$ cat config.mk
export PLATFORM = sky130hd
export DESIGN_NAME = ow_master
export DESIGN_NICKNAME = d
export VERILOG_FILES = /design/src/rtl/ow_pkg.sv /design/src/rtl/ow_sync.sv /design/src/rtl/ow_slot_engine.sv /design/src/rtl/ow_master.sv
export SDC_FILE = /design/constraint.sdc
export NUM_CORES = 1
export LEC_CHECK = 0
export CAP_MARGIN = 5
export CORE_ASPECT_RATIO = 0.5
export CORE_MARGIN = 1
export CORE_UTILIZATION = 51
export CTS_CLUSTER_DIAMETER = 80
export DETAILED_ROUTE_END_ITERATION = 10
export PLACE_DENSITY_LB_ADDON = 0.2
export SLEW_MARGIN = 20
export SYNTH_ARGS = -nofsm -noshare
export SYNTH_HDL_FRONTEND = slang
export SYNTH_SLANG_ARGS = --single-unit
$ cat constraint.sdc
create_clock -name clk -period 2.1 [get_ports clk]
set_input_delay 0.42 -clock clk [delete_from_list [all_inputs] [get_ports clk]]
set_output_delay 0.42 -clock clk [all_outputs]
set_load 0.05 [all_outputs]
$ cat src/rtl/ow_pkg.sv
package ow_pkg;

    typedef enum logic [2:0] {
        OP_RESET = 3'd0,
        OP_WBIT  = 3'd1,
        OP_RBIT  = 3'd2,
        OP_WBYTE = 3'd3,
        OP_RBYTE = 3'd4
    } ow_op_e;

    typedef enum logic [1:0] {
        SLOT_RST,
        SLOT_W0,
        SLOT_W1,
        SLOT_RD
    } ow_slot_e;

    typedef enum logic [1:0] {
        ENG_IDLE,
        ENG_ARM,
        ENG_ACTIVE,
        ENG_RECOVER
    } ow_eng_e;

endpackage

$ cat src/rtl/ow_sync.sv
module ow_sync #(
    parameter int STAGES = 2
) (
    input  logic clk,
    input  logic rst_n,
    input  logic din,
    output logic dout
);
    logic [STAGES-1:0] chain_d, chain_q;

    always_comb begin
        chain_d = {chain_q[STAGES-2:0], din};
    end

    always_ff @(posedge clk or negedge rst_n) begin
        if (!rst_n) chain_q <= '1;
        else        chain_q <= chain_d;
    end

    assign dout = chain_q[STAGES-1];
endmodule

$ cat src/rtl/ow_slot_engine.sv
module ow_slot_engine
    import ow_pkg::*;
#(
    parameter int RST_LOW_US   = 480,
    parameter int RST_TOTAL_US = 960,
    parameter int PRES_AT_US   = 70,
    parameter int SLOT_US      = 60,
    parameter int SHORT_LOW_US = 6,
    parameter int READ_AT_US   = 13,
    parameter int RECOVER_US   = 2
) (
    input  logic     clk,
    input  logic     rst_n,
    input  logic     tick,
    input  logic     start,
    input  ow_slot_e kind,
    input  logic     line,
    output logic     pull,
    output logic     done,
    output logic     bit_out
);
    localparam int CW = $clog2(RST_TOTAL_US + 1);
    localparam logic [CW-1:0] RST_LOW  = CW'(RST_LOW_US);
    localparam logic [CW-1:0] RST_END  = CW'(RST_TOTAL_US - 1);
    localparam logic [CW-1:0] RST_SMP  = CW'(RST_LOW_US + PRES_AT_US - 1);
    localparam logic [CW-1:0] SLT_END  = CW'(SLOT_US - 1);
    localparam logic [CW-1:0] SHT_LOW  = CW'(SHORT_LOW_US);
    localparam logic [CW-1:0] SLT_LOW  = CW'(SLOT_US);
    localparam logic [CW-1:0] RD_SMP   = CW'(READ_AT_US - 1);
    localparam logic [CW-1:0] REC_END  = CW'(RECOVER_US - 1);

    typedef struct packed {
        ow_eng_e       st;
        logic [CW-1:0] us;
        ow_slot_e      kind;
        logic          pull;
        logic          done;
        logic          smp;
    } eng_s;

    eng_s q, d;
    logic [CW-1:0] lim_low, lim_end, lim_smp;
    logic          smp_en;
    logic [CW-1:0] us_inc;

    always_comb begin
        lim_end = SLT_END;
        lim_smp = RD_SMP;
        smp_en  = 1'b0;
        lim_low = SHT_LOW;
        case (q.kind)
            SLOT_RST: begin lim_low = RST_LOW; lim_end = RST_END; lim_smp = RST_SMP; smp_en = 1'b1; end
            SLOT_W0:  lim_low = SLT_LOW;
            SLOT_W1:  lim_low = SHT_LOW;
            default:  smp_en  = 1'b1;
        endcase
    end

    always_comb begin
        d      = q;
        d.done = 1'b0;
        us_inc = q.us + 1'b1;
        case (q.st)
            ENG_IDLE: begin
                if (start) begin
                    d.kind = kind;
                    d.st   = ENG_ARM;
                end
            end
            ENG_ARM: begin
                if (tick) begin
                    d.st   = ENG_ACTIVE;
                    d.us   = '0;
                    d.pull = 1'b1;
                end
            end
            ENG_ACTIVE: begin
                if (tick) begin
                    if (smp_en && q.us == lim_smp) d.smp = line;
                    if (q.us == lim_end) begin
                        d.st   = ENG_RECOVER;
                        d.us   = '0;
                        d.pull = 1'b0;
                    end else begin
                        d.us   = us_inc;
                        d.pull = (us_inc < lim_low);
                    end
                end
            end
            default: begin
                if (tick) begin
                    if (q.us == REC_END) begin
                        d.st   = ENG_IDLE;
                        d.us   = '0;
                        d.done = 1'b1;
                    end else begin
                        d.us = us_inc;
                    end
                end
            end
        endcase
    end

    always_ff @(posedge clk or negedge rst_n) begin
        if (!rst_n) q <= '{st: ENG_IDLE, us: '0, kind: SLOT_RD, pull: 1'b0, done: 1'b0, smp: 1'b1};
        else        q <= d;
    end

    assign pull    = q.pull;
    assign done    = q.done;
    assign bit_out = q.smp;

    assert_released_in_recovery_R7: assert property (@(posedge clk) disable iff (!rst_n)
        (q.st == ENG_RECOVER) |-> !q.pull);

    assert_low_starts_from_arm_R2: assert property (@(posedge clk) disable iff (!rst_n)
        $rose(q.pull) |-> ($past(q.st) == ENG_ARM));

    assert_start_only_when_idle_R10: assert property (@(posedge clk) disable iff (!rst_n)
        start |-> (q.st == ENG_IDLE));

    assert_done_leaves_idle_R11: assert property (@(posedge clk) disable iff (!rst_n)
        q.done |-> (q.st == ENG_IDLE && !q.pull));
endmodule

$ cat src/rtl/ow_master.sv
module ow_master
    import ow_pkg::*;
#(
    parameter int BYTE_W       = 8,
    parameter int SYNC_STAGES  = 2,
    parameter int RST_LOW_US   = 480,
    parameter int RST_TOTAL_US = 960,
    parameter int PRES_AT_US   = 70,
    parameter int SLOT_US      = 60,
    parameter int SHORT_LOW_US = 6,
    parameter int READ_AT_US   = 13,
    parameter int RECOVER_US   = 2
) (
    input  logic              clk,
    input  logic              rst_n,
    input  logic              us_tick,
    input  logic              cmd_valid,
    input  logic [2:0]        cmd_op,
    input  logic [BYTE_W-1:0] cmd_data,
    output logic              busy,
    output logic              done,
    output logic              presence,
    output logic [BYTE_W-1:0] rx_data,
    output logic              bus_pull,
    input  logic              bus_in
);
    localparam int BCW = $clog2(BYTE_W + 1);

    typedef struct packed {
        logic              run;
        logic              go;
        logic              single;
        ow_slot_e          kind;
        logic [BYTE_W-1:0] sh;
        logic [BCW-1:0]    left;
        logic              done;
        logic              pres;
        logic [BYTE_W-1:0] rx;
    } top_s;

    top_s q, d;
    logic line_s, eng_done, eng_bit;

    ow_sync #(.STAGES(SYNC_STAGES)) u_sync (
        .clk(clk), .rst_n(rst_n), .din(bus_in), .dout(line_s)
    );

    ow_slot_engine #(
        .RST_LOW_US(RST_LOW_US), .RST_TOTAL_US(RST_TOTAL_US), .PRES_AT_US(PRES_AT_US),
        .SLOT_US(SLOT_US), .SHORT_LOW_US(SHORT_LOW_US), .READ_AT_US(READ_AT_US),
        .RECOVER_US(RECOVER_US)
    ) u_eng (
        .clk(clk), .rst_n(rst_n), .tick(us_tick), .start(q.go), .kind(q.kind),
        .line(line_s), .pull(bus_pull), .done(eng_done), .bit_out(eng_bit)
    );

    always_comb begin
        d      = q;
        d.go   = 1'b0;
        d.done = 1'b0;
        if (!q.run && cmd_valid) begin
            case (cmd_op)
                OP_RESET: begin d.run = 1'b1; d.go = 1'b1; d.kind = SLOT_RST; d.left = BCW'(1); d.single = 1'b1; end
                OP_WBIT:  begin d.run = 1'b1; d.go = 1'b1; d.kind = cmd_data[0] ? SLOT_W1 : SLOT_W0;
                                d.sh = cmd_data; d.left = BCW'(1); d.single = 1'b1; end
                OP_RBIT:  begin d.run = 1'b1; d.go = 1'b1; d.kind = SLOT_RD; d.sh = '0;
                                d.left = BCW'(1); d.single = 1'b1; end
                OP_WBYTE: begin d.run = 1'b1; d.go = 1'b1; d.kind = cmd_data[0] ? SLOT_W1 : SLOT_W0;
                                d.sh = cmd_data; d.left = BCW'(BYTE_W); d.single = 1'b0; end
                OP_RBYTE: begin d.run = 1'b1; d.go = 1'b1; d.kind = SLOT_RD; d.sh = '0;
                                d.left = BCW'(BYTE_W); d.single = 1'b0; end
                default: ;
            endcase
        end else if (q.run && eng_done) begin
            d.left = q.left - 1'b1;
            if (q.kind == SLOT_RD) begin
                d.sh = {eng_bit, q.sh[BYTE_W-1:1]};
            end else begin
                d.sh   = q.sh >> 1;
                d.kind = d.sh[0] ? SLOT_W1 : SLOT_W0;
            end
            if (q.kind == SLOT_RST) d.pres = !eng_bit;
            if (q.left == BCW'(1)) begin
                d.run  = 1'b0;
                d.done = 1'b1;
                if (q.kind == SLOT_RD)
                    d.rx = q.single ? {{(BYTE_W-1){1'b0}}, eng_bit} : d.sh;
            end else begin
                d.go = 1'b1;
            end
        end
    end

    always_ff @(posedge clk or negedge rst_n) begin
        if (!rst_n) q <= '{run: 1'b0, go: 1'b0, single: 1'b0, kind: SLOT_RD, sh: '0,
                           left: '0, done: 1'b0, pres: 1'b0, rx: '0};
        else        q <= d;
    end

    assign busy     = q.run;
    assign done     = q.done;
    assign presence = q.pres;
    assign rx_data  = q.rx;

    assert_done_after_busy_R11: assert property (@(posedge clk) disable iff (!rst_n)
        done |-> ($past(busy) && !busy));

    assert_bit_count_bound_R8: assert property (@(posedge clk) disable iff (!rst_n)
        q.left <= BCW'(BYTE_W));

    assert_slot_end_only_busy_R10: assert property (@(posedge clk) disable iff (!rst_n)
        eng_done |-> busy);

    assert_no_pull_when_idle_R12: assert property (@(posedge clk) disable iff (!rst_n)
        (!busy && !$past(busy)) |-> !bus_pull);
endmodule

### Word level (Yosys, flattened, before mapping)

Index checks and enable logic that the tools add are counted.

| storage, ports and cells | value |
|---|---|
| bits of input ports | 16 |
| register bits | 46 |

| operators by class | value |
|---|---|
| mux-type cells | 40 |
| add/subtract/negate cells | 2 |
| equality and inequality tests | 21 |
| bitwise gates (word level) | 2 |
| reductions and logical operators | 33 |
| magnitude comparators | 1 |

Operators with widths:

| kind | count |
|---|---|
| $mux 10 | 5 |
| $mux 12 | 3 |
| $mux 8 | 4 |
| $pmux 10 s3 | 1 |
| $pmux 5 s5 | 1 |
| $mux 24 | 1 |
| $eq 10x10->1 | 2 |
| $pmux 9 s2 | 1 |
| $mux 2 | 8 |
| $pmux 8 s2 | 1 |
| $reduce_and 3->1 | 5 |
| $mux 14 | 1 |
| $mux 1 | 11 |
| $add 10x1->10 const B | 1 |
| $eq 10x1->1 const B | 1 |
| $lt 10x9->1 | 1 |
| $reduce_and 2->1 | 5 |
| $ne 2x2->1 const B | 4 |
| $pmux 4 s2 | 1 |
| $reduce_bool 2->1 | 4 |
| $reduce_or 2->1 | 4 |
| $eq 2x2->1 const B | 3 |
| $eq 3x2->1 const B | 2 |
| $logic_not 2->1 | 3 |
| 19 further kinds | 26 |

### Longest topological paths before layout

| logic depth | value |
|---|---|
| depth in word-level cells | 7 |
| depth in mapped cells | 9 |
| depth with buffers taken out | 9 |

### By module

From an unflattened synthesis, not the netlist that was laid out.

| second synthesis, totals | value |
|---|---|
| cell total of the unflattened synthesis | 272 |
| area, all modules | 2682.6 µm² |

By module, submodules not included:

| module | times used | cells each | area an instance (µm²) | seq. area each (µm²) |
|---|---|---|---|---|
| ow_master | 1 | 117 | 1318.8 | 653.1 |
| ow_slot_engine | 1 | 153 | 1311.3 | 429.2 |
| ow_sync | 1 | 2 | 52.6 | 52.6 |

### Worst setup path before layout

Ideal clock, no wire load.

| timing | value |
|---|---|
| path type | reg-to-reg |
| from | register u_eng.q[3] (netlist name) |
| to | register u_eng.q (netlist bit u_eng.bit_out) |
| setup time | 0.085 ns |
| data arrival time | 2.043 ns |
| stages on the path, launching flop included | 6 |
| path buffers | 0 |
| path slack | -0.028 ns |
| cell sequence | dfstp_2 > inv_1 > ha_1 > or4b_1 > a2111oi_2 > mux2_1 |

| on the way | value |
|---|---|
| longest elaborated chain between the ends | 5 |

RTL lines:

| what | line | source |
|---|---|---|
| from (decl) | ow_slot_engine.sv:41 | `eng_s q, d;` |
| from (signal assigned) | ow_slot_engine.sv:105 | `if (!rst_n) q <= '{st: ENG_IDLE, us: '0, kind: SLOT_RD, pull: 1'b0, done: 1'b0, smp: 1'b1};` |
| $logic_not 2->1 (tied with other cells) | ow_slot_engine.sv:51 | `case (q.kind)` |
| $mux 10 or $reduce_or 2->1 (tied branches) | -- |  |
| $eq 10x10->1 or $mux 1 (tied branches) | ow_slot_engine.sv:79, ow_slot_engine.sv:51 |  |
| $logic_and 1x1->1 * | ow_slot_engine.sv:79 | `if (smp_en && q.us == lim_smp) d.smp = line;` |
| $reduce_and 3->1 (no source line) * | -- |  |

Every way passes the cells marked *; elsewhere a longest branch is shown, timed or not.
A chain may end at the register's enable or synchronous reset.

### Worst setup path after layout

| timing | value |
|---|---|
| from | register u_eng.q[6] (netlist name) |
| to | register u_eng.q[6] (netlist name) |

| on the way | value |
|---|---|
| longest elaborated chain between the ends | 4 |

RTL lines:

| what | line | source |
|---|---|---|
| $add 10x1->10 (tied with other cells) | ow_slot_engine.sv:62 | `us_inc = q.us + 1'b1;` |
| $mux 10 (on tied branches) | ow_slot_engine.sv:92, ow_slot_engine.sv:80 |  |
| $mux 12 (on tied branches) | ow_slot_engine.sv:91, ow_slot_engine.sv:78 |  |
| $pmux 10 s3 * | ow_slot_engine.sv:63 | `case (q.st)` |

Every way passes the cells marked *; elsewhere a longest branch is shown, timed or not. The select of a mux whose other input is x is not followed.

==> flow_metrics.env <==
export IMPL_status="finished with violations"
export IMPL_failed_checks="negative setup slack"
export IMPL_yosys_cell_types_count=51
export IMPL_htreeDepth=2
export IMPL_detail_route_wl_per_cell_um=15.7
export IMPL_rsz0062_at_grt="yes"
export IMPL_fin_util=0.701
export IMPL_required_ps=2280
export IMPL_grt_overflow_total=0
export IMPL_finalSetupViolCount=1
export IMPL_port_buffers=27
export IMPL_ys_seq_area_frac=0.422
export IMPL_die_area_um2=5580
export IMPL_fin_ws_ps=-24.4
export IMPL_synth_warnings=0
export IMPL_layout_nets=375
export IMPL_hpwl_um=4610
export IMPL_initialDrtViolationCount=81
export IMPL_p_leak_uw=0.00166
export IMPL_fin_cells=412
export IMPL_synth_area_um2=2690
export IMPL_tightestPinTransition_ps=503
export IMPL_tritoncts="built"
export IMPL_core_um2=5000
export IMPL_antenna_found_initial=0
export IMPL_end_kind="register"
export IMPL_pre_cts_ws_ps=-95.7
export IMPL_cts_made_buffers=5
export IMPL_synthArstFlopShare=1.00
export IMPL_synth_area_leaders="dfrtp_1, ha_1, dfstp_2"
export IMPL_yosys_area_top_type="dfrtp_1"
export IMPL_syn_inst=282
export IMPL_ys_ff_latch=45
export IMPL_fill_cells=369
export IMPL_hold_viol=0
export IMPL_cts_hold_buf=0
export IMPL_n_antenna_cell=0
export IMPL_grt_pass1_vias=2149
export IMPL_gp_congestion=0.873
export IMPL_finalPower_uw=2270
export IMPL_root_buffer="clkbuf_8"
export IMPL_synth_most_common_cell="dfrtp_1"
export IMPL_vdd_ir_drop_max_uv=451
export IMPL_cts_clk_slew_worst_paths_ps=100
export IMPL_first_pass_iters=4
export IMPL_hp_class="primary input to asynchronous set/reset pin"
export IMPL_synth_top_area_share=0.354
export IMPL_worstSetupStartpointType="register"
export IMPL_row_count=18
export IMPL_fmax_ghz=0.471
export IMPL_grt_max_degree=26
export IMPL_drc=0
export IMPL_routed_wl_um=6470
export IMPL_start_util=0.538
export IMPL_ys_flop_type="dfrtp_1"
export IMPL_grt_pass1_wl_um=10400
export IMPL_track_usage=0.245
export IMPL_worstSetupPathType="register to register"
export IMPL_cts_sinks=45
export IMPL_layout_drive_gt1_share=0.275
export IMPL_clk_path_buf_depth=2
export IMPL_finalCritPeriodShare=1.01
export IMPL_io_pins=28
export IMPL_die_x_um=105
export IMPL_synth_edff_count=0
export IMPL_fin_skew_ps=6.55
export IMPL_synth_fp_nets=316
export IMPL_maxSlewViolCount=0
export IMPL_synthToLayoutAreaGrowth_pct=30.4
export IMPL_vias=2300
export IMPL_arrival_ps=2310
export IMPL_via_per_inst=5.58
export IMPL_maxSlewHeadroom=0.663
export IMPL_ant_nets=0
export IMPL_placed_cell_area_um2=3210
export IMPL_numPlacedInstances=395
export IMPL_max_cap_violations=0
export IMPL_path_max_fanout=7
export IMPL_period_needed_ps=2120
export IMPL_avgSynthCellArea_um2=9.53
export IMPL_power_per_cell_area_nw_per_um2=647
export IMPL_ys_top_cells_by_count="dfrtp_1, nand2_1, inv_1, ha_1, o21ai_0"
export IMPL_insertion_delay_ps=310
export IMPL_design_area_um2=3510
export IMPL_die_h_um=53.3
-- metrics by stage --
stage	setup TNS (ps)	hold slack (ps)
after detailed placement	-231	355
final	-24.4	57.9
after floorplan	0	124
after CTS	-12.8	74.8
after global routing	-381	90.4
after global placement	-8.17	347
-- sequential cells by signal (all words and copies together) (netlist names) --
name,flops
u_eng.q,14
done,1
u_eng.done,1
rx_data,8
u_sync.chain_q,2
u_eng.pull,1
q,15
u_eng.bit_out,1
busy,1
presence,1
-- path summary, 6_finish.rpt --
kind                              startpoint  cells after the start  slack, ps           endpoint
max                               u_eng.q[6]                      8        -20         u_eng.q[6]
min                                    rst_n                      1         60         rx_data[2]
max reg2reg                       u_eng.q[6]                      8        -20         u_eng.q[6]
min reg2reg                u_sync.chain_q[0]                      0        360  u_sync.chain_q[1]
max in group asynchronous              rst_n                      2       1460  u_sync.chain_q[0]
min in group clk           u_sync.chain_q[0]                      0        360  u_sync.chain_q[1]
-- per-layer routing --
metal  vias to the layer above  track usage  routed length [um]
met2                        53        0.436                3100
li1                       1116            -                   -
met5                         -            0                   0
met3                         7       0.0542                 273
met4                         0       0.0869                  75
met1                      1124        0.302                3030
-- cells by family after synthesis --
logic type	after synthesis	synth area share
xor gates and xnor gates	11	0.0358
DFF	45	0.422
and+or+nand+nor	97	0.193
AOI/OAI and AO/OA	60	0.158
adders and majority gates	18	0.0838
buffers and inverters	44	0.0787
muxes	7	0.0284
-- layout by cell type, fill, tap and decap left out, drive strengths merged, types with 2 or more instances in the layout --
cell type	Yosys	layout
xor2	6	6
a31oi	3	3
a221o	7	7
dfstp	7	7
mux2	5	5
and2	4	4
a22o	3	3
buf	14	46
nand3	7	7
nand3b	6	6
o211ai	4	4
mux2i	2	2
nor3	2	2
nor2	15	15
clkdlybuf4s50	0	26
ha	18	18
and4	3	3
o21ai	19	19
nand2	29	29
inv	24	25
nand4	7	7
xnor2	5	5
nor4	2	2
clkbuf	6	5
o31ai	4	4
nor2b	7	7
a21oi	7	7
and3	8	8
nor3b	2	2
a21boi	2	2
dfrtp	38	38
-- area by class of cell --
type	instances	area (um2)	share of cell area
clock buffer	5	68.8	0.0196
tap	70	87.6	0.0250
sequential	45	1140	0.324
timing repair buffer	72	623	0.178
clock inverter	3	25.0	0.00714
inverter	24	90.1	0.0257
multi-input combinational	193	1480	0.421
-- timing repair --
item                                   4_1_cts  5_1_grt
gates cloned                                 0        0
setup endpoints to repair                    2        8
pin swaps                                    5       15
setup buffers                                6        4
gates resized for setup                      6       22
endpoints found under the hold margin        0        0
-- worst max-delay path, stage by stage, from the launching register on --
cell	delay, ps
dfrtp_1	440
buf_4	160
inv_1	60
ha_1	210
nor3b_1	140
a41oi_1	200
a21bo_2	300
buf_4	170
o31ai_1	320
-- power breakdown --
part           internal, uW  switching (uW)  total, uW
Combinational           351             331        682
Clock                   241             337        578
Sequential              930            78.3       1010
Total                  1520             747       2270
Power figures use the tool's default switching activity.
